## config.mk

```make
export PLATFORM = sky130hd
export DESIGN_NAME = vsync_separator
export DESIGN_NICKNAME = d
export VERILOG_FILES = /design/src/rtl/vsep_pkg.sv /design/src/rtl/vsep_sync.sv /design/src/rtl/vsep_tick.sv /design/src/rtl/vsep_qual.sv /design/src/rtl/vsep_pulse.sv /design/src/rtl/vsync_separator.sv
export SDC_FILE = /design/constraint.sdc
export NUM_CORES = 1
export LEC_CHECK = 0
export BUFFER_PORTS_ARGS = -buffer_cell sky130_fd_sc_hd__buf_2
export CAP_MARGIN = 20
export CORE_UTILIZATION = 45
export DETAILED_ROUTE_END_ITERATION = 16
export GPL_ROUTABILITY_DRIVEN = 1
export PLACE_DENSITY = 0.69
export SYNTH_ARGS = -nofsm -noshare
export SYNTH_HDL_FRONTEND = slang
export SYNTH_SLANG_ARGS = --single-unit
```

## constraint.sdc

```tcl
create_clock -name clk -period 2.3 [get_ports clk]
set_input_delay 0.23 -clock clk [delete_from_list [all_inputs] [get_ports clk]]
set_output_delay 0.23 -clock clk [all_outputs]
set_load 0.01 [all_outputs]
```

## src/rtl/vsep_pkg.sv

```systemverilog
package vsep_pkg;
  typedef enum logic [1:0] {
    ST_IDLE  = 2'd0,
    ST_HOLD  = 2'd1,
    ST_REARM = 2'd2
  } vsep_state_e;
endpackage

```

## src/rtl/vsep_sync.sv

```systemverilog
module vsep_sync #(
  parameter int unsigned STAGES = 2
) (
  input  logic clk,
  input  logic rst_n,
  input  logic din,
  output logic dout
);
  logic [STAGES-1:0] chain;

  always_ff @(posedge clk or negedge rst_n) begin
    if (!rst_n) chain <= '1;
    else        chain <= {chain[STAGES-2:0], din};
  end

  assign dout = chain[STAGES-1];
endmodule

```

## src/rtl/vsep_tick.sv

```systemverilog
module vsep_tick #(
  parameter int unsigned DIV = 50
) (
  input  logic clk,
  input  logic rst_n,
  input  logic run,
  input  logic clr,
  output logic tick
);
  generate
    if (DIV == 1) begin : g_direct
      assign tick = run && !clr;
    end else begin : g_div
      localparam int unsigned CW = $clog2(DIV);
      localparam logic [CW-1:0] LAST = CW'(DIV - 1);
      logic [CW-1:0] cnt;

      assign tick = run && !clr && (cnt == LAST);

      always_ff @(posedge clk or negedge rst_n) begin
        if (!rst_n)   cnt <= '0;
        else if (clr) cnt <= '0;
        else if (run) cnt <= (cnt == LAST) ? '0 : cnt + CW'(1);
      end

      // ticks are spaced by the prescaler, never back to back
      a_r4_tick_spacing: assert property (@(posedge clk) disable iff (!rst_n)
        tick |=> !tick);
    end
  endgenerate
endmodule

```

## src/rtl/vsep_qual.sv

```systemverilog
module vsep_qual #(
  parameter int unsigned W = 4
) (
  input  logic         clk,
  input  logic         rst_n,
  input  logic         en,
  input  logic         tick,
  input  logic [W-1:0] limit,
  output logic         hit
);
  logic [W-1:0] cnt;

  assign hit = en && tick && (cnt == limit - W'(1));

  always_ff @(posedge clk or negedge rst_n) begin
    if (!rst_n)                  cnt <= '0;
    else if (!en || hit)         cnt <= '0;
    else if (tick)               cnt <= cnt + W'(1);
  end

  // a new low run always starts counting from zero
  a_r3_restart: assert property (@(posedge clk) disable iff (!rst_n)
    $rose(en) |-> (cnt == '0));
endmodule

```

## src/rtl/vsep_pulse.sv

```systemverilog
module vsep_pulse #(
  parameter int unsigned W = 9
) (
  input  logic         clk,
  input  logic         rst_n,
  input  logic         start,
  input  logic         tick,
  input  logic [W-1:0] limit,
  output logic         busy,
  output logic         done,
  output logic         pulse_n
);
  logic [W-1:0] cnt;

  assign done = busy && tick && (cnt == limit - W'(1));

  always_ff @(posedge clk or negedge rst_n) begin
    if (!rst_n) begin
      busy    <= 1'b0;
      cnt     <= '0;
      pulse_n <= 1'b1;
    end else if (start && !busy) begin
      busy    <= 1'b1;
      cnt     <= '0;
      pulse_n <= 1'b0;
    end else if (done) begin
      busy    <= 1'b0;
      cnt     <= '0;
      pulse_n <= 1'b1;
    end else if (busy && tick) begin
      cnt     <= cnt + W'(1);
    end
  end

  // output stays low between ticks while the timer runs
  a_r5_hold_low: assert property (@(posedge clk) disable iff (!rst_n)
    (busy && !tick) |=> !pulse_n);
  // output releases only on the final tick of the timer
  a_r5_release: assert property (@(posedge clk) disable iff (!rst_n)
    $rose(pulse_n) |-> $past(busy && tick));
endmodule

```

## src/rtl/vsync_separator.sv

```systemverilog
module vsync_separator #(
  parameter int unsigned CLK_PER_US  = 50,
  parameter int unsigned QUAL_US_50  = 12,
  parameter int unsigned QUAL_US_60  = 12,
  parameter int unsigned PULSE_US_50 = 260,
  parameter int unsigned PULSE_US_60 = 260
) (
  input  logic clk,
  input  logic rst_n,
  input  logic sync_n,
  input  logic mode_60,
  output logic vsync_n
);
  import vsep_pkg::*;

  localparam int unsigned QMAX = (QUAL_US_50 > QUAL_US_60) ? QUAL_US_50 : QUAL_US_60;
  localparam int unsigned PMAX = (PULSE_US_50 > PULSE_US_60) ? PULSE_US_50 : PULSE_US_60;
  localparam int unsigned QW   = $clog2(QMAX + 1);
  localparam int unsigned PW   = $clog2(PMAX + 1);

  vsep_state_e state, state_nx;
  logic        sync_s, low, mode_r;
  logic        tick, tick_run, tick_clr;
  logic        qual_en, qual_hit;
  logic        p_busy, p_done, p_out_n;
  logic [QW-1:0] qual_lim;
  logic [PW-1:0] pulse_lim;

  vsep_sync #(.STAGES(2)) u_sync (
    .clk(clk), .rst_n(rst_n), .din(sync_n), .dout(sync_s)
  );

  assign low = !sync_s;

  always_ff @(posedge clk or negedge rst_n) begin
    if (!rst_n)                        mode_r <= 1'b0;
    else if (state == ST_IDLE && !low) mode_r <= mode_60;
  end

  assign qual_lim  = mode_r ? QW'(QUAL_US_60)  : QW'(QUAL_US_50);
  assign pulse_lim = mode_r ? PW'(PULSE_US_60) : PW'(PULSE_US_50);

  assign tick_run = (state == ST_HOLD) || (state == ST_IDLE && low);
  assign tick_clr = (state == ST_REARM) || (state == ST_IDLE && !low);

  vsep_tick #(.DIV(CLK_PER_US)) u_tick (
    .clk(clk), .rst_n(rst_n), .run(tick_run), .clr(tick_clr), .tick(tick)
  );

  assign qual_en = (state == ST_IDLE) && low;

  vsep_qual #(.W(QW)) u_qual (
    .clk(clk), .rst_n(rst_n), .en(qual_en), .tick(tick),
    .limit(qual_lim), .hit(qual_hit)
  );

  vsep_pulse #(.W(PW)) u_pulse (
    .clk(clk), .rst_n(rst_n), .start(qual_hit), .tick(tick),
    .limit(pulse_lim), .busy(p_busy), .done(p_done), .pulse_n(p_out_n)
  );

  always_comb begin
    state_nx = state;
    unique case (state)
      ST_IDLE:  if (qual_hit) state_nx = ST_HOLD;
      ST_HOLD:  if (p_done)   state_nx = low ? ST_REARM : ST_IDLE;
      ST_REARM: if (!low)     state_nx = ST_IDLE;
      default:                state_nx = ST_IDLE;
    endcase
  end

  always_ff @(posedge clk or negedge rst_n) begin
    if (!rst_n) state <= ST_IDLE;
    else        state <= state_nx;
  end

  assign vsync_n = p_out_n;

  // the output may only fall after the synchronized input was low
  a_r2_fall_needs_low: assert property (@(posedge clk) disable iff (!rst_n)
    $fell(vsync_n) |-> $past(low));
  // the pulse is held low for the whole hold state
  a_r6_hold_state: assert property (@(posedge clk) disable iff (!rst_n)
    (state == ST_HOLD) |-> !vsync_n);
  // no pulse while waiting for the input to go high again
  a_r7_rearm_high: assert property (@(posedge clk) disable iff (!rst_n)
    (state == ST_REARM) |-> vsync_n);
  // timer and state machine agree on activity
  a_r6_busy_match: assert property (@(posedge clk) disable iff (!rst_n)
    p_busy == (state == ST_HOLD));
endmodule

```

==> Word level (Yosys, flattened, before mapping) <==
Index checks and enable logic that the tools add are counted.
W data, S select, Z words.
{ "totals": {"ff_bits": 25, "inputBits": 4, "word_cells": 57} }
{ "classes": {"add_sub_neg": 3, "n_eq_ne": 8, "mux": 17, "reduce_logical": 22} }
{ "ops": {"columns": ["cell", "n"], "rows": [
  ["$mux W9", 3],
  ["$mux W6", 3],
  ["$add A9 B1 Y9 const B", 1],
  ["$eq A9 B9 Y1 const B", 1],
  ["$logic_and A1 B1 Y1", 9],
  ["$mux W2", 4],
  ["$mux W4", 2],
  ["$add A6 B1 Y6 const B", 1],
  ["$eq A6 B6 Y1 const B", 1],
  ["$pmux W2 S3", 1],
  ["$reduce_bool A2 Y1", 3],
  ["$add A4 B1 Y4 const B", 1],
  ["$eq A4 B4 Y1 const B", 1],
  ["$logic_not A1 Y1", 4],
  ["$mux W1", 4],
  ["$ne A2 B1 Y1 const B", 2],
  ["$logic_or A1 B1 Y1", 3],
  ["$reduce_and A3 Y1", 1],
  ["$reduce_bool A3 Y1", 1],
  ["$eq A2 B1 Y1 const B", 1],
  ["$eq A2 B2 Y1 const B", 1],
  ["$logic_not A2 Y1", 1],
  ["$ne A2 B2 Y1 const B", 1]
]} }

==> Longest topological paths before layout <==
Gate-level depths: netlist (run 1).
{ "logic_depth": {"ltp_word": 10, "depth_mapped": 8} }

==> By module <==
From an unflattened synthesis (run 1), not the netlist that was laid out.
{ "hier_totals": {"hier_cells": 176, "hier_area_um2": 1671.6} }
{ "modules_own_cells": {"columns": ["module", "instances", "cells_each", "area_per_inst_um2"], "rows": [
  ["vsep_pulse", 1, 90, 835.8],
  ["vsep_tick", 1, 40, 361.6],
  ["vsep_qual", 1, 29, 301.5],
  ["vsync_separator", 1, 15, 120.1],
  ["vsep_sync", 1, 2, 52.6]
]} }

==> Worst setup path before layout (run 1) <==
No wires, ideal clock.
{ "synth_path": {"kind": "reg-to-reg", "from": "register u_tick.g_div.cnt[1]", "to": "register u_pulse.cnt[6]", "setup_time_ps": 78, "arrival_ps": 1578, "slack_ps": 644, "path_stages_with_launch": 8, "path_buffers": 1, "period_less_slack_ps": 1656, "cell_sequence": "dfrtp_1 > inv_1 > ha_1 > and2b_1 > nand3_2 > buf_6 > or4_1 > a21oi_1"} }
{ "synth_between": {"elab_chain_len": 6} }
{ "synth_lines": {"columns": ["element", "line", "source"], "rows": [
  ["start, declared", "vsep_tick.sv:16", "logic [CW-1:0] cnt;"],
  ["start signal, assigned", "vsep_tick.sv:23", "else if (run) cnt <= (cnt == LAST) ? '0 : cnt + CW'(1);"],
  ["$eq A6 B6 Y1 (*)", "vsep_tick.sv:18", "assign tick = run && !clr && (cnt == LAST);"],
  ["$logic_and A1 B1 Y1 (*)", "vsep_tick.sv:18", null],
  ["$logic_and A1 B1 Y1, on equally long branches", "vsep_pulse.sv:15, vsep_pulse.sv:30, vsep_qual.sv:13", null],
  ["$logic_and A1 B1 Y1, on equally long branches", "vsep_pulse.sv:15, vsep_qual.sv:13", null],
  ["$mux W9 or $logic_and A1 B1 Y1 (tied branches)", "vsep_pulse.sv:26, vsep_pulse.sv:22", null],
  ["$mux W9 or $reduce_bool A3 Y1 (tied branches)", null, null],
  ["end signal, assigned", "vsep_pulse.sv:31", "cnt <= cnt + W'(1);"],
  ["end, declared", "vsep_pulse.sv:13", "logic [W-1:0] cnt;"]
]} }
Every way passes the cells marked *; elsewhere a longest branch is shown, timed or not.
A chain may end at the register's enable or synchronous reset.

==> Worst setup path in the final report (run 1) <==
{ "layout_path": {"from": "register state[0]", "to": "register u_pulse.cnt[2]"} }
{ "layout_between": {"elab_chain_len": 10} }
{ "layout_lines": {"columns": ["element", "line", "source"], "rows": [
  ["start, declared", "vsync_separator.sv:21", "vsep_state_e state, state_nx;"],
  ["start signal, assigned", "vsync_separator.sv:74", "else state <= state_nx;"],
  ["$logic_not A2 Y1", "vsync_separator.sv:43, vsync_separator.sv:44, vsync_separator.sv:50", null],
  ["$logic_and A1 B1 Y1", "vsync_separator.sv:44", "assign tick_clr = (state == ST_REARM) || (state == ST_IDLE && !low);"],
  ["$logic_or A1 B1 Y1", "vsync_separator.sv:44", null],
  ["$logic_not A1 Y1", "vsep_tick.sv:18", null],
  ["$logic_and A1 B1 Y1 (2 in a row)", "vsep_tick.sv:18", null],
  ["$logic_and A1 B1 Y1, on equally long branches", "vsep_pulse.sv:15, vsep_pulse.sv:30, vsep_qual.sv:13", null],
  ["$logic_and A1 B1 Y1, on equally long branches", "vsep_pulse.sv:15, vsep_qual.sv:13", null],
  ["$mux W9 or $logic_and A1 B1 Y1 (tied branches)", "vsep_pulse.sv:26, vsep_pulse.sv:22", null],
  ["$mux W9 or $reduce_bool A3 Y1 (tied branches)", null, null]
]} }
Several ways; a longest one is shown, not always the timed one.

==> results.txt, run 1 <==
The tree is rooted in a clkbuf_4. The net count of the mapped netlist came out at ~150. The initial core utilization is 0.483.

The flow ran to the end, and the final reports show no timing, DRC or antenna violations. The number of H-tree levels is 1. The family with the most delay on the worst path is simple AND/OR/NAND/NOR gates. The area after detailed placement came out at 1380 um2. The max-slew headroom at the worst pin is 0.595. In the routed layout, each cell is associated on average with a via count of 6.20.

The iteration count of the initial detailed-routing pass came out at 4. In this run the worst hold path is classified as flip-flop to flip-flop. Wires add up to about 2600 um. At the pin with the least slew margin, the transition time is about 0.61 ns. The fraction of the yosys area taken by sequential cells is 0.465. In this design, the stage delay of the slowest critical-path cell is 0.62 ns. The buffer count from post-CTS setup fixing is 0. By area, the combinational part of the netlist is dominated by simple AND/OR/NAND/NOR gates. The largest fanout on the critical path came out at 22. The met1 demand-to-capacity share in global routing is 0.246. The routed wirelength normalized by instance count is between 10 and 15 um. Of the cells placed in the final design, the portion with a size suffix greater than 1 is 0.103.

The share of the clock period used by the worst path after layout is 0.887. In this run the worst setup path terminates at u_pulse.cnt[2]. The total CTS buffers came out at 3. The total clock sinks is 25. The critical path is of the flip-flop to flip-flop type. The minimum clock period after layout came out at roughly 2.0 ns. The post-layout instance count excluding filler cells came out at 177. The total grt overflow came out at 0. Once detail routing completed, the nets flagged for antenna violations numbered 0. The final count of hold timing violations is 0. The critical path data required time is between 2 and 3 ns. The overall fraction of global-route tracks in use came out at 0.186. The horizontal extent of the die is 56.9 um. The critical path contains buffers and inverters numbering 0 combined.

The number of rows created at floorplan is 19. The number of different library cells in the post-synthesis netlist is 34. The synthesis-to-finish area growth came out at 6.01%.

The aggregate negative setup slack came out at 0 ns. The number of antenna violations at the first check in global routing came out at 0. Tracing the worst setup path back leads to its startpoint at state[0].

The number of cells traversed by the worst register-to-register path is 4. The synthesized-area fraction occupied by adder cells came out at 0.0370. Summed over all nets, the half-perimeter wirelength after detailed placement is between 1500 and 2000 um. The number of global-route vias before repair is around 1100. The top-level port count came out at 5. The total placed cells including tap cells came out at between 150 and 200.

In the layout the commonest cells are dfrtp_1 (22), nand3_1 (14), a21oi_1 (12). The floorplan core area came out at approximately 2800 um2. The signal on the critical path passes through nand2b_1 -> nand3_2 -> or4_1 -> a21oi_1. The maximum ir drop on the vdd rail came out at around 0.00039 V. The count of warnings emitted by yosys is 0. The power density over cell area came out at 477 nW/um2. Of the total synthesized cell area, the portion taken by AND, OR, NAND and NOR gates is 0.280.

TritonCTS built the clock tree. Timing analysis after detailed placement gives a worst setup slack of around 0.20 ns. The area of the die came out at 3230 um2. The post-synthesis register bit count is 25. For the worst setup path, the data arrival time is 2.28 ns. The pin count of the biggest net entering global routing came out at 26. The routed layout has around 1100 vias. The finished layout cell area came out at ~1400 um2. Leaving out fill and tap cells, the most frequent cell in the layout is dfrtp_1. The met2 track utilization from global routing came out at 0.293.

The met3 demand-to-capacity share in global routing is 0.0553. The detailed-route DRC error count came out at 0. The worst register-to-register path ends at u_pulse.cnt[2]. The number of nets at the end of the flow is 155. The flop-to-flop setup slack is roughly 0.26 ns. Summed over all cells, the static leakage comes to a little under 0.6 nW. The global-route wire length before repair is 4640 um. Across the run, the number of max-cap violations was 0.

The final weighted congestion of routability-driven global placement came out at 0.819. The mux share of post-synthesis cell area came out at 0. The cell type of the slowest stage on the worst timing path is dfrtp_1. The global routing stage identified its most utilized layer as met2. The cell area after technology mapping is ~1400 um2. The peak clock frequency supported by timing came out at 0.490 GHz. The synthesized area divided by synthesized cell count is 9.60 um2. Of the total synthesized cell area, the portion taken by XOR and XNOR cells is 0.0259. The count of final setup violators is 0. The count of buffers added on input and output ports is 3. The least setup slack across all paths after layout is 0.259 ns. The total of fill cells in the finished design came out at about 270. 0 antenna diodes ended up in the layout. The source-to-sink clock delay at the later pin of the worst-skew pair is between 0.3 and 0.4 ns. The critical path crosses 4 cells after its start point. The final-report max-slew violation count came to 0.

Setup repair after global routing left no endpoint under its margin. The number of buffers on the longest clock path is 2. The startpoint kind of the worst setup timing path is a flip-flop. The complex-gate fraction of the synthesized area is 0.152.

The post-synthesis cell count is 141. The startpoint identified for the worst register-to-register timing path is state[0]. The worst setup path is captured at a flip-flop.

The DRC violation total after the first TritonRoute iteration came out at 40. For the final database, setup skew stands at about 0.0067 ns. From bottom edge to top edge, the die measures between 50 and 60 um. Clock-pin slew was measured on the worst setup and hold paths at 0.14 ns.
final cells by class:
cell class	count	area, um2	share of cell area
Sequential cell	25	629	0.439
Clock buffer	3	22.5	0.0157
Inverter	4	15.0	0.0105
Clock inverter	1	5.00	0.00349
Timing Repair Buffer	7	50.0	0.0349
Tap cell	31	38.8	0.0270
Multi-Input combinational cell	106	674	0.470
metrics by stage:
step,total power [mW],utilization,hold WS [ns]
2_1_floorplan,0.483,-,-0.0656
3_3_place_gp,0.495,0.493,0.249
3_5_place_dp,0.497,0.493,0.256
4_1_cts,0.695,0.510,0.373
5_1_grt,0.718,0.512,0.373
6_report,0.685,0.512,0.370
registers in the layout, indices dropped and copies added (netlist names):
register / flops
state: 2
u_pulse.busy: 1
u_pulse.cnt: 9
u_pulse.pulse_n: 1
u_qual.cnt: 4
u_sync.chain: 2
u_tick.g_div.cnt: 6
synthesized netlist by cell type:
| library cell | number | area, um2 |
|---|---|---|
| nand3b_1 | 1 | 7.51 |
| nor3_2 | 1 | 10.0 |
| dfrtp_1 | 22 | 551 |
| inv_1 | 4 | 15.0 |
| and3b_1 | 1 | 8.76 |
| xnor2_1 | 2 | 17.5 |
| nor2_1 | 7 | 26.3 |
| nor2b_1 | 1 | 6.26 |
| o21ai_1 | 11 | 55.1 |
| nand3_2 | 1 | 10.0 |
| buf_6 | 2 | 22.5 |
| a31oi_1 | 1 | 6.26 |
| and4_1 | 2 | 17.5 |
| nand4_1 | 3 | 18.8 |
| buf_2 | 1 | 5.00 |
| and4bb_1 | 1 | 12.5 |
| and2b_1 | 1 | 7.51 |
| dfstp_2 | 3 | 78.8 |
| o31ai_1 | 7 | 52.6 |
| nor3b_1 | 1 | 7.51 |
| o22a_1 | 2 | 17.5 |
| nand2b_1 | 3 | 18.8 |
| nor4_1 | 2 | 12.5 |
| nand3_1 | 14 | 70.1 |
| nand4b_1 | 2 | 17.5 |
| ha_1 | 4 | 50.1 |
| a32o_1 | 1 | 10.0 |
| and3_1 | 4 | 25.0 |
| or4_1 | 8 | 60.1 |
| or3_1 | 2 | 12.5 |
| a21oi_1 | 13 | 65.1 |
| clkbuf_1 | 3 | 11.3 |
| xor2_1 | 2 | 17.5 |
| nand2_1 | 8 | 30.0 |
power breakdown:
group / switching [mW] / total, mW / internal [mW]
Sequential: 0.00845 / 0.456 / 0.447
Combinational: 0.0212 / 0.0349 / 0.0137
Clock: 0.129 / 0.194 / 0.0651
how the worst min path moves through the flow:
stage	start	endpoint	slack [ns]	cells past startpoint
after CTS	u_sync.chain[0]	u_sync.chain[1]	0.37	0
after floorplan	rst_n	state[0]	-0.07	0
after global routing	u_sync.chain[0]	u_sync.chain[1]	0.37	0
final	u_sync.chain[0]	u_sync.chain[1]	0.37	0
after detailed placement	rst_n	u_pulse.cnt[4]	0.26	1
after global placement	rst_n	u_pulse.cnt[2]	0.25	1
routing by layer:
layer | part of all wire | vias up
met4 | 0.0065 | 0
met1 | 0.50 | 533
met5 | 0 | -
met2 | 0.46 | 22
li1 | - | 541
met3 | 0.041 | 2
logic make-up after synthesis:
logic type	count (synthesis)
fa+ha+maj	4
xor+xnor	4
simple gates	63
compound gates	35
flops	25
buf+inv	10
timing repair:
item	in CTS	in global routing
hold endpoints to repair	23	0
hold buffers	2	0
setup endpoints to repair	0	2
resized for setup	0	1
No activity file was read; power rests on OpenSTA's default activity.
==> inputs of run 2 (changes only) <==
--- a/config.mk
+++ b/config.mk
@@ -13,4 +13,5 @@
 export PLACE_DENSITY = 0.69
 export SYNTH_ARGS = -nofsm -noshare
 export SYNTH_HDL_FRONTEND = slang
+export SYNTH_HIERARCHICAL = 1
 export SYNTH_SLANG_ARGS = --single-unit
==> run 2 against run 1 <==
The run now ends with negative setup slack left; register-to-register slack lost 0.38 ns; power up 21%; synthesized cell count rose by 25%; count of clock-buffer cells in the layout is 1 higher; clock skew fell by 0.00075 ns; maximum frequency decreased by 16%; cell count increased by 70%; first-iteration DRC count increased by 48%; cell area grew 60%; sequential share of layout area fell by 16 points; combinational power rose to 3.2 times the previous value; wire length is 23% higher; largest cell class unchanged; highest routed layer unchanged.
==> results.txt, run 2 <==
The run finished, with violations left. The final reports fail on negative setup slack. The peak clock frequency supported by timing was 0.413 GHz (-16%). The detailed-route DRC error count came out at 0 (unchanged).

The fraction of layout cells with a size suffix above 1 was 0.247 (+0.144). The post-synthesis cell count came out at 176 (+25%). The total power of the final layout came out at 0.825 mW (+21%).

The power density over cell area came to 360 nW/um2 (-25%). Setup repair after global routing could not meet its margin everywhere. The iteration count of the initial detailed-routing pass came to 4 (unchanged). The kind of critical path is flip-flop to flip-flop.

The total clock sinks came to 25 (unchanged). The number of antenna violations at the first check in global routing is 0 (unchanged). The overall fraction of global-route tracks in use is 0.170 (-0.0163).

Ranked by instance count, the synthesized netlist is headed by dfrtp_1 (22), xnor2_1 (17), nand2_1 (13). The fraction of registers with async set or reset after synthesis came to 1.00 (unchanged). The DRC violation total after the first TritonRoute iteration was 59 (+48%). The final wirelength came to 3200 um (+23%).

The post-detailed-route via-to-cell ratio is 4.66 (-25%). The floorplan core area is 3440 um2 (+23%). The horizontal extent of the die was 63.0 um (+11%). The transition time of the tightest slew-check pin is 0.557 ns (-0.0504 ns). The number of H-tree levels is 1 (unchanged).

The startpoint kind of the worst setup timing path is a flip-flop. The clock transition at the registers of the reported paths came to 0.09 ns (-0.05 ns). The critical path data required time is 2.46 ns (-0.08 ns). The vertical die dimension is 63.0 um (+11%). The fraction of the yosys area taken by sequential cells came to 0.376 (-0.0884).

In this run the clock root is driven by a clkbuf_8. The least setup slack across all paths after layout came out at -0.123 ns (-0.382 ns). The top-level port count came to 5 (unchanged).

The reported max-cap violation count is 0 (unchanged). The fraction of the core area covered by cells at the end of the flow is 0.667 (+0.155). The total of fill cells in the finished design is 281 (+5.2%). The number of rows created at floorplan is 21 (+2). The number of global-route vias before repair was 1379 (+26%).

The finished layout cell area came to 2290 um2 (+60%). Traced cell by cell, the critical path runs through inv_2 -> ha_4 -> nand4bb_4 -> nor4_4 -> nand2_1 -> nor3_4 -> and3_4 -> mux2_4 -> nand4_1 -> nor2_1 -> xnor2_1 -> nor3_1. The category of the worst setup path capture point is a flip-flop. The final-report max-slew violation count is 0 (unchanged). The synthesis-to-finish area growth came out at 37.3%. The number of cells traversed by the worst register-to-register path is 12 (+8). The area fraction of the dominant cell type after synthesis came to 0.329 (-0.0773).

The pin count of the biggest net entering global routing is 26 (unchanged). The synthesized area divided by synthesized cell count came out at 9.50 um2 (-1.1%). The launching point of the worst reg2reg path is u_tick/g_div.cnt[1]. The flop-to-flop setup slack was -0.12 ns (-0.38 ns). The area of the die is 3960 um2 (+23%). In the synthesized netlist the dominant register cell turns out to be dfrtp_1. By instance count, the leading cell after synthesis is dfrtp_1. The stage delay of the slowest cell on the critical path came out at 0.40 ns (-0.22 ns). The source-to-sink clock delay at the later pin of the worst-skew pair came out at 0.27 ns (-0.05 ns). In the post-synthesis netlist, the biggest area contributors are dfrtp_1 (33%), xnor2_1 (8.9%), xor2_1 (6.3%), dfstp_2 (4.7%), ha_1 (4.5%). The total grt overflow came to 0 (unchanged). The area after detailed placement is 2120 um2 (+53%). The largest registers in the layout are u_pulse/cnt: 9 flops, u_tick/g_div.cnt: 6 flops, u_qual/cnt: 4 flops. The endpoint identified for the worst register-to-register timing path is u_pulse/cnt[6]. On the critical path, the stage with the largest delay is an instance of dfrtp_1. More flip-flops sit in one register than any other, and that register is u_pulse/cnt. The global-route wire length before repair is 5530 um (+19%). The number of flip-flops in the largest register is 9 (unchanged). The total CTS buffers is 3 (unchanged). The share of the clock period used by the worst path after layout is 1.05 (+0.166). The routed wirelength normalized by instance count came to 10.6 um (-28%). The number of different library cells in the post-synthesis netlist was 47 (+38%).

The minimum clock period after layout came to 2.42 ns (+0.382 ns). The end point of the critical path is u_pulse/cnt[6]. The number of buffers on the longest clock path came out at 2 (unchanged).

The max-slew headroom at the worst pin came out at 0.629 (+0.0336). The number of enable-type register cells in the synthesized netlist came out at 0 (unchanged). The launching element of the worst setup path is u_tick/g_div.cnt[1]. The largest total area in the synthesized netlist belongs to dfrtp_1.

The count of input and output buffers is 3 (unchanged). The signal arrival time at the worst endpoint came out at 2.59 ns (+0.31 ns). The number of nets at the end of the flow came out at 266 (+72%). The final count of hold timing violations came out at 0 (unchanged). The minimum hold slack is 0.0598 ns (-0.310 ns). The TritonCTS clock tree is built. The worst clock skew is 0.00594 ns (-0.000752 ns). The number of antenna diodes is 0 (unchanged).

The post-synthesis register bit count came out at 25 (unchanged). The cell area after technology mapping came out at 1670 um2 (+23%). The count of warnings emitted by yosys came out at 6 (+6).

The worst hold path class is primary input to flip-flop. The final weighted congestion of routability-driven global placement came out at 0.829 (+1.2%). The leakage power is 1.02 nW (+75%). The placed wire-length estimate is 2220 um (+21%). The largest fanout on the critical path came out at 4 (-82%). The remaining number of nets flagged by the antenna check after routing is 0 (unchanged). In the layout the commonest cells are conb_1 (46), buf_4 (27), dfrtp_1 (22). The count of final setup violators is 10 (+10). The via count is 1403 (+28%). The initial core utilization is 0.486 (+0.00304). The maximum ir drop on the vdd rail came out at 0.000364 V (-7.1%). The most common cell after layout, fill and taps aside is conb_1.
[run 2: worst min-delay path by stage]
| stage | start | endpoint | slack (ns) | cells past startpoint |
|---|---|---|---|---|
| after floorplan | rst_n | state[0] | -0.07 | 0 |
| after global placement | rst_n | u_tick/g_div.cnt[1] | 0.25 | 1 |
| after detailed placement | rst_n | u_tick/g_div.cnt[1] | 0.26 | 1 |
| after CTS | sync_n | u_sync/chain[0] | 0.05 | 1 |
| after global routing | sync_n | u_sync/chain[0] | 0.05 | 1 |
| final | sync_n | u_sync/chain[0] | 0.06 | 1 |
[run 2: repair_timing]
action,in CTS,in global routing
endpoints found under the setup margin,7,12
hold buffers,1,0
gates cloned,0,1
endpoints found under the hold margin,22,0
gates resized for setup,0,17
buffers inserted,2,5
pin swaps,1,10
[run 2: cell type report]
| cell class | count | area [um2] | area share |
|---|---|---|---|
| sequential | 25 | 629 | 0.274 |
| clock buffer | 4 | 45.0 | 0.0196 |
| timing repair buffer | 34 | 270 | 0.118 |
| inverter | 10 | 37.5 | 0.0164 |
| tap | 46 | 57.6 | 0.0251 |
| multi-input combinational | 182 | 1250 | 0.547 |
[run 2: cells by family after synthesis]
kind of cell,after synthesis,share of synthesized area
and+or+nand+nor,74,0.247
xor gates and xnor gates,29,0.152
DFF,25,0.377
AOI/OAI and AO/OA,24,0.123
buffers and inverters,13,0.0337
adders and majority gates,6,0.0449
muxes,3,0.0187
other,2,0.00449
[run 2: metal layers]
| layer | part of all wire | track usage |
|---|---|---|
| met3 | 0.018 | 0.0328 |
| met5 | 0 | 0 |
| met4 | 0.0091 | 0.0262 |
| met2 | 0.48 | 0.296 |
| met1 | 0.49 | 0.218 |
[run 2: critical path, delay by kind of cell, from the launching register on]
family                     cells  cell delay (ns)
xor gates and xnor gates       1             0.13
adders and majority gates      1             0.13
muxes                          1             0.15
DFF                            1             0.40
buffers and inverters          1             0.07
and+or+nand+nor                8             1.45
[run 2: where the power goes]
part / internal (mW) / leakage, nW / switching, mW
clock: 0.124 / 0.0228 / 0.134
sequential: 0.447 / 0.327 / 0.00752
combinational: 0.0473 / 0.675 / 0.0660
[run 2: stage by stage]
stage	TNS (ns)	instances	worst slack [ns]
floorplan	-0.988	220	-0.203
global placement	-0.0289	288	-0.0154
detailed placement	-0.257	288	-0.0593
CTS	0	295	0.00365
global route	-2.18	301	-0.290
finish	-0.529	301	-0.123
==> inputs of run 3 (changes only) <==
--- a/config.mk
+++ b/config.mk
@@ -5,6 +5,7 @@
 export SDC_FILE = /design/constraint.sdc
 export NUM_CORES = 1
 export LEC_CHECK = 0
+export ABC_AREA = 1
 export BUFFER_PORTS_ARGS = -buffer_cell sky130_fd_sc_hd__buf_2
 export CAP_MARGIN = 20
 export CORE_UTILIZATION = 45
==> run 3 against run 2 <==
The run now ends clean; via count is 12% higher; maximum frequency is 8.7% higher; sequential power is 1% lower; utilization is 5.8 points lower; non-clock buffer count is 9 lower; setup slack better by 0.19 ns; synthesized cell count is 45% higher; die area is 9.7% higher; critical path type unchanged.
==> results.txt, run 3 <==
The total placed cells including tap cells is 353 (+23%). The primary flip-flop cell chosen by synthesis mapping is dfrtp_1. In the final layout, the registers with the most flip-flops are u_pulse/cnt: 9 flops, u_tick/g_div.cnt: 6 flops, u_qual/cnt: 4 flops. The clock transition at the registers of the reported paths is 0.08 ns (about the same). The startpoint kind of the worst setup timing path is a flip-flop. The number of flip-flops in the largest register is 9 (unchanged). The number of nets at the end of the flow came out at 330 (+24%).

The critical path data required time came to 2.45 ns (about the same). The endpoint identified for the worst register-to-register timing path is u_pulse/cnt[7]. The number of enable-type register cells in the synthesized netlist is 0 (unchanged). The post-synthesis cell count was 256 (+45%). The total of fill cells in the finished design is 355 (+26%). The largest fanout on the critical path is 3 (-1). The worst clock skew came out at 0.00309 ns (-0.00285 ns). The fraction of the core area covered by cells at the end of the flow came out at 0.609 (-0.0580). The count of input and output buffers came out at 3 (unchanged). The fraction of layout cells with a size suffix above 1 is 0.226 (-0.0214). The horizontal extent of the die is 65.9 um (+4.7%). dfrtp_1 takes more of the synthesized area than any other cell. The cell sitting at the root of the clock tree is a clkbuf_8. The reported max-cap violation count is 0 (unchanged).

The number of H-tree levels came out at 1 (unchanged). The max-slew headroom at the worst pin is 0.624 (-0.00488). The leakage power is 1.22 nW (+19%).

The global-route wire length before repair came out at 5750 um (+3.9%). The vertical die dimension came out at 65.9 um (+4.7%). The peak clock frequency supported by timing came out at 0.449 GHz (+8.7%).

The fraction of registers with async set or reset after synthesis is 1.00 (unchanged). After synthesis, the most frequently instantiated cells are nand2_1 (76), inv_1 (40), dfrtp_1 (22). The TritonCTS clock tree is built.

The total power of the final layout came out at 0.805 mW (-2.4%). The least setup slack across all paths after layout came out at 0.0717 ns (+0.195 ns). The clock share of power came out at 0.314 (+0.002).

The top cell types in the final layout, fill and taps aside, are nand2_1 (75), inv_1 (38), conb_1 (36). The remaining number of nets flagged by the antenna check after routing is 0 (unchanged). The post-synthesis register bit count is 25 (unchanged).

The number of antenna violations at the first check in global routing was 0 (unchanged). The net switching power of the design is 0.198 mW (-4.5%). The switching share of total power is 0.246 (-0.00524).

The post-detailed-route via-to-cell ratio is 4.27 (-8.3%). The total CTS buffers came to 3 (unchanged). The number of buffers on the longest clock path is 2 (unchanged). The fraction of the yosys area taken by sequential cells came out at 0.342 (-0.0343). The top-level port count came out at 5 (unchanged). In the post-synthesis netlist, the biggest area contributors are dfrtp_1 (30%), nand2_1 (16%), inv_1 (8.2%), nand3_1 (5.7%), xor2_1 (5.2%). STA classifies the critical path endpoint as a flip-flop. The minimum clock period after layout came to 2.23 ns (-0.195 ns). The source-to-sink clock delay at the later pin of the worst-skew pair is 0.26 ns (about the same).

The maximum ir drop on the vdd rail is 0.000378 V (+3.9%). The most instantiated library cell after synthesis is nand2_1. The minimum hold slack is 0.0577 ns (-0.00206 ns). The total clock sinks is 25 (unchanged). The signal arrival time at the worst endpoint came to 2.38 ns (-0.21 ns). The power density over cell area came out at 348 nW/um2 (-3.2%). The DRC violation total after the first TritonRoute iteration came out at 26 (-56%).

The register with the most flip-flops in the final layout is u_pulse/cnt. The floorplan core area came to 3800 um2 (+10%). The placed wire-length estimate came out at 2490 um (+13%). The internal power is 0.607 mW (-1.7%). The number of global-route vias before repair is 1389 (+0.73%). The iteration count of the initial detailed-routing pass is 4 (unchanged). The worst slack after detailed placement was 0.0237 ns (+0.0830 ns). The proportion of power drawn by flip-flops and latches is 0.558 (+0.007). The final wirelength was 3370 um (+5.5%). The total grt overflow came out at 0 (unchanged).

The library cell used most frequently in the layout, excluding fill and tap cells, is nand2_1. The cell area after technology mapping came out at 1840 um2 (+10%). The most critical setup path has its startpoint at state[0]. The transition time of the tightest slew-check pin came out at 0.564 ns (+0.00732 ns). The post-layout instance count excluding filler cells is 367 (+22%).

The final count of hold timing violations is 0 (unchanged). The tightest min-delay check is of the primary input to flip-flop type. The number of antenna diodes came out at 0 (unchanged).

The routed wirelength normalized by instance count came out at 9.19 um (-13%). The area fraction of the dominant cell type after synthesis was 0.299 (-0.0300). The initial core utilization is 0.484 (-0.00145). The pin count of the biggest net entering global routing came to 26 (unchanged).

The area growth from synthesis to layout is 25.7%. The share of the clock period used by the worst path after layout is 0.969 (-0.0847). The number of rows created at floorplan came out at 22 (+4.8%). The overall fraction of global-route tracks in use is 0.170 (+0.000693).

Setup repair after global routing could not meet its margin everywhere. The number of different library cells in the post-synthesis netlist was 26 (-45%). The detailed-route DRC error count is 0 (unchanged). The count of final setup violators is 0 (-10). The count of warnings emitted by yosys is 6 (unchanged). The area of the die came out at 4350 um2 (+9.7%). The final weighted congestion of routability-driven global placement came to 0.815 (-1.6%). The run finished with clean final reports. Following the worst setup path forward leads to its endpoint at u_pulse/cnt[7].

The number of cells traversed by the worst register-to-register path was 18 (+6). The synthesized area divided by synthesized cell count came out at 7.18 um2 (-24%). The via count is 1568 (+12%).

The final-report max-slew violation count is 0 (unchanged). The launching point of the worst reg2reg path is state[0]. The power share of the combinational group was 0.128 (-0.009). The critical path is of the flip-flop to flip-flop type. The flop-to-flop setup slack is 0.07 ns (+0.19 ns).
==> run 3: repair_timing <==
item | in CTS | in global routing
pin swaps | 0 | 15
setup endpoints to repair | 1 | 11
endpoints found under the hold margin | 22 | 0
buffers inserted | 1 | 8
hold buffers | 1 | 0
resized for setup | 0 | 9
==> run 3: layout make-up <==
| type | count | area [um2] | area share |
|---|---|---|---|
| inverter | 44 | 168 | 0.0725 |
| sequential | 25 | 631 | 0.273 |
| multi-input combinational | 221 | 1230 | 0.530 |
| tap | 48 | 60.1 | 0.0260 |
| clock buffer | 4 | 45.0 | 0.0195 |
| timing repair buffer | 25 | 183 | 0.0790 |
==> run 3: power by group through the flow <==
stage / sequential, mW / combinational (mW) / clock [mW]
6_report: 0.449 / 0.103 / 0.253
5_1_grt: 0.449 / 0.122 / 0.283
4_1_cts: 0.449 / 0.0973 / 0.260
3_5_place_dp: 0.457 / 0.0957 / 0
3_3_place_gp: 0.457 / 0.0948 / 0
2_1_floorplan: 0.458 / 0.0709 / 0
==> run 3: cell families after synthesis <==
kind of cell | after synthesis | synth area share
xor+xnor | 18 | 0.0857
buf+inv | 44 | 0.0898
compound gates | 10 | 0.0306
flops | 25 | 0.342
simple gates | 151 | 0.407
fa+ha+maj | 6 | 0.0408
other cells | 2 | 0.00408
==> run 3: worst max-delay path: stages, from the launching register on <==
cell and delay [ns]:
dfrtp_1 0.41, inv_2 0.08, a21oi_4 0.17, nand2_2 0.09, nor3_4 0.17, nand2_1 0.10
nor2_1 0.10, nand2_1 0.06, nor2_2 0.09, nand2_2 0.07, inv_2 0.08, nand2_4 0.06
nand2_4 0.09, inv_4 0.04, nor2_4 0.11, nand3_2 0.10, nor2_2 0.13, xnor2_1 0.14
nor2_2 0.04
==> run 3: per-layer routing <==
metal / vias to the layer above / GRT usage / part of all wire
met2: 8 / 0.269 / 0.45
met5: - / 0 / 0
met3: 4 / 0.0241 / 0.013
li1: 875 / - / -
met4: 0 / 0.0585 / 0.0086
met1: 681 / 0.237 / 0.53
==> run 3: how the worst min path moves through the flow <==
| stage | cells after the start | slack, ns | startpoint | endpoint |
|---|---|---|---|---|
| finish | 1 | 0.06 | sync_n | u_sync/chain[0] |
| detailed placement | 1 | 0.25 | rst_n | u_tick/g_div.cnt[2] |
| floorplan | 0 | -0.07 | rst_n | state[0] |
| global route | 1 | 0.04 | sync_n | u_sync/chain[0] |
| global placement | 1 | 0.25 | rst_n | u_tick/g_div.cnt[0] |
| CTS | 1 | 0.05 | sync_n | u_sync/chain[0] |
==> run 3: through the flow <==
step | area [um2] | setup TNS (ns)
2_1_floorplan | 1980 | 0
3_3_place_gp | 2150 | 0
3_5_place_dp | 2150 | 0
4_1_cts | 2210 | 0
5_1_grt | 2310 | -0.387
6_report | 2310 | 0
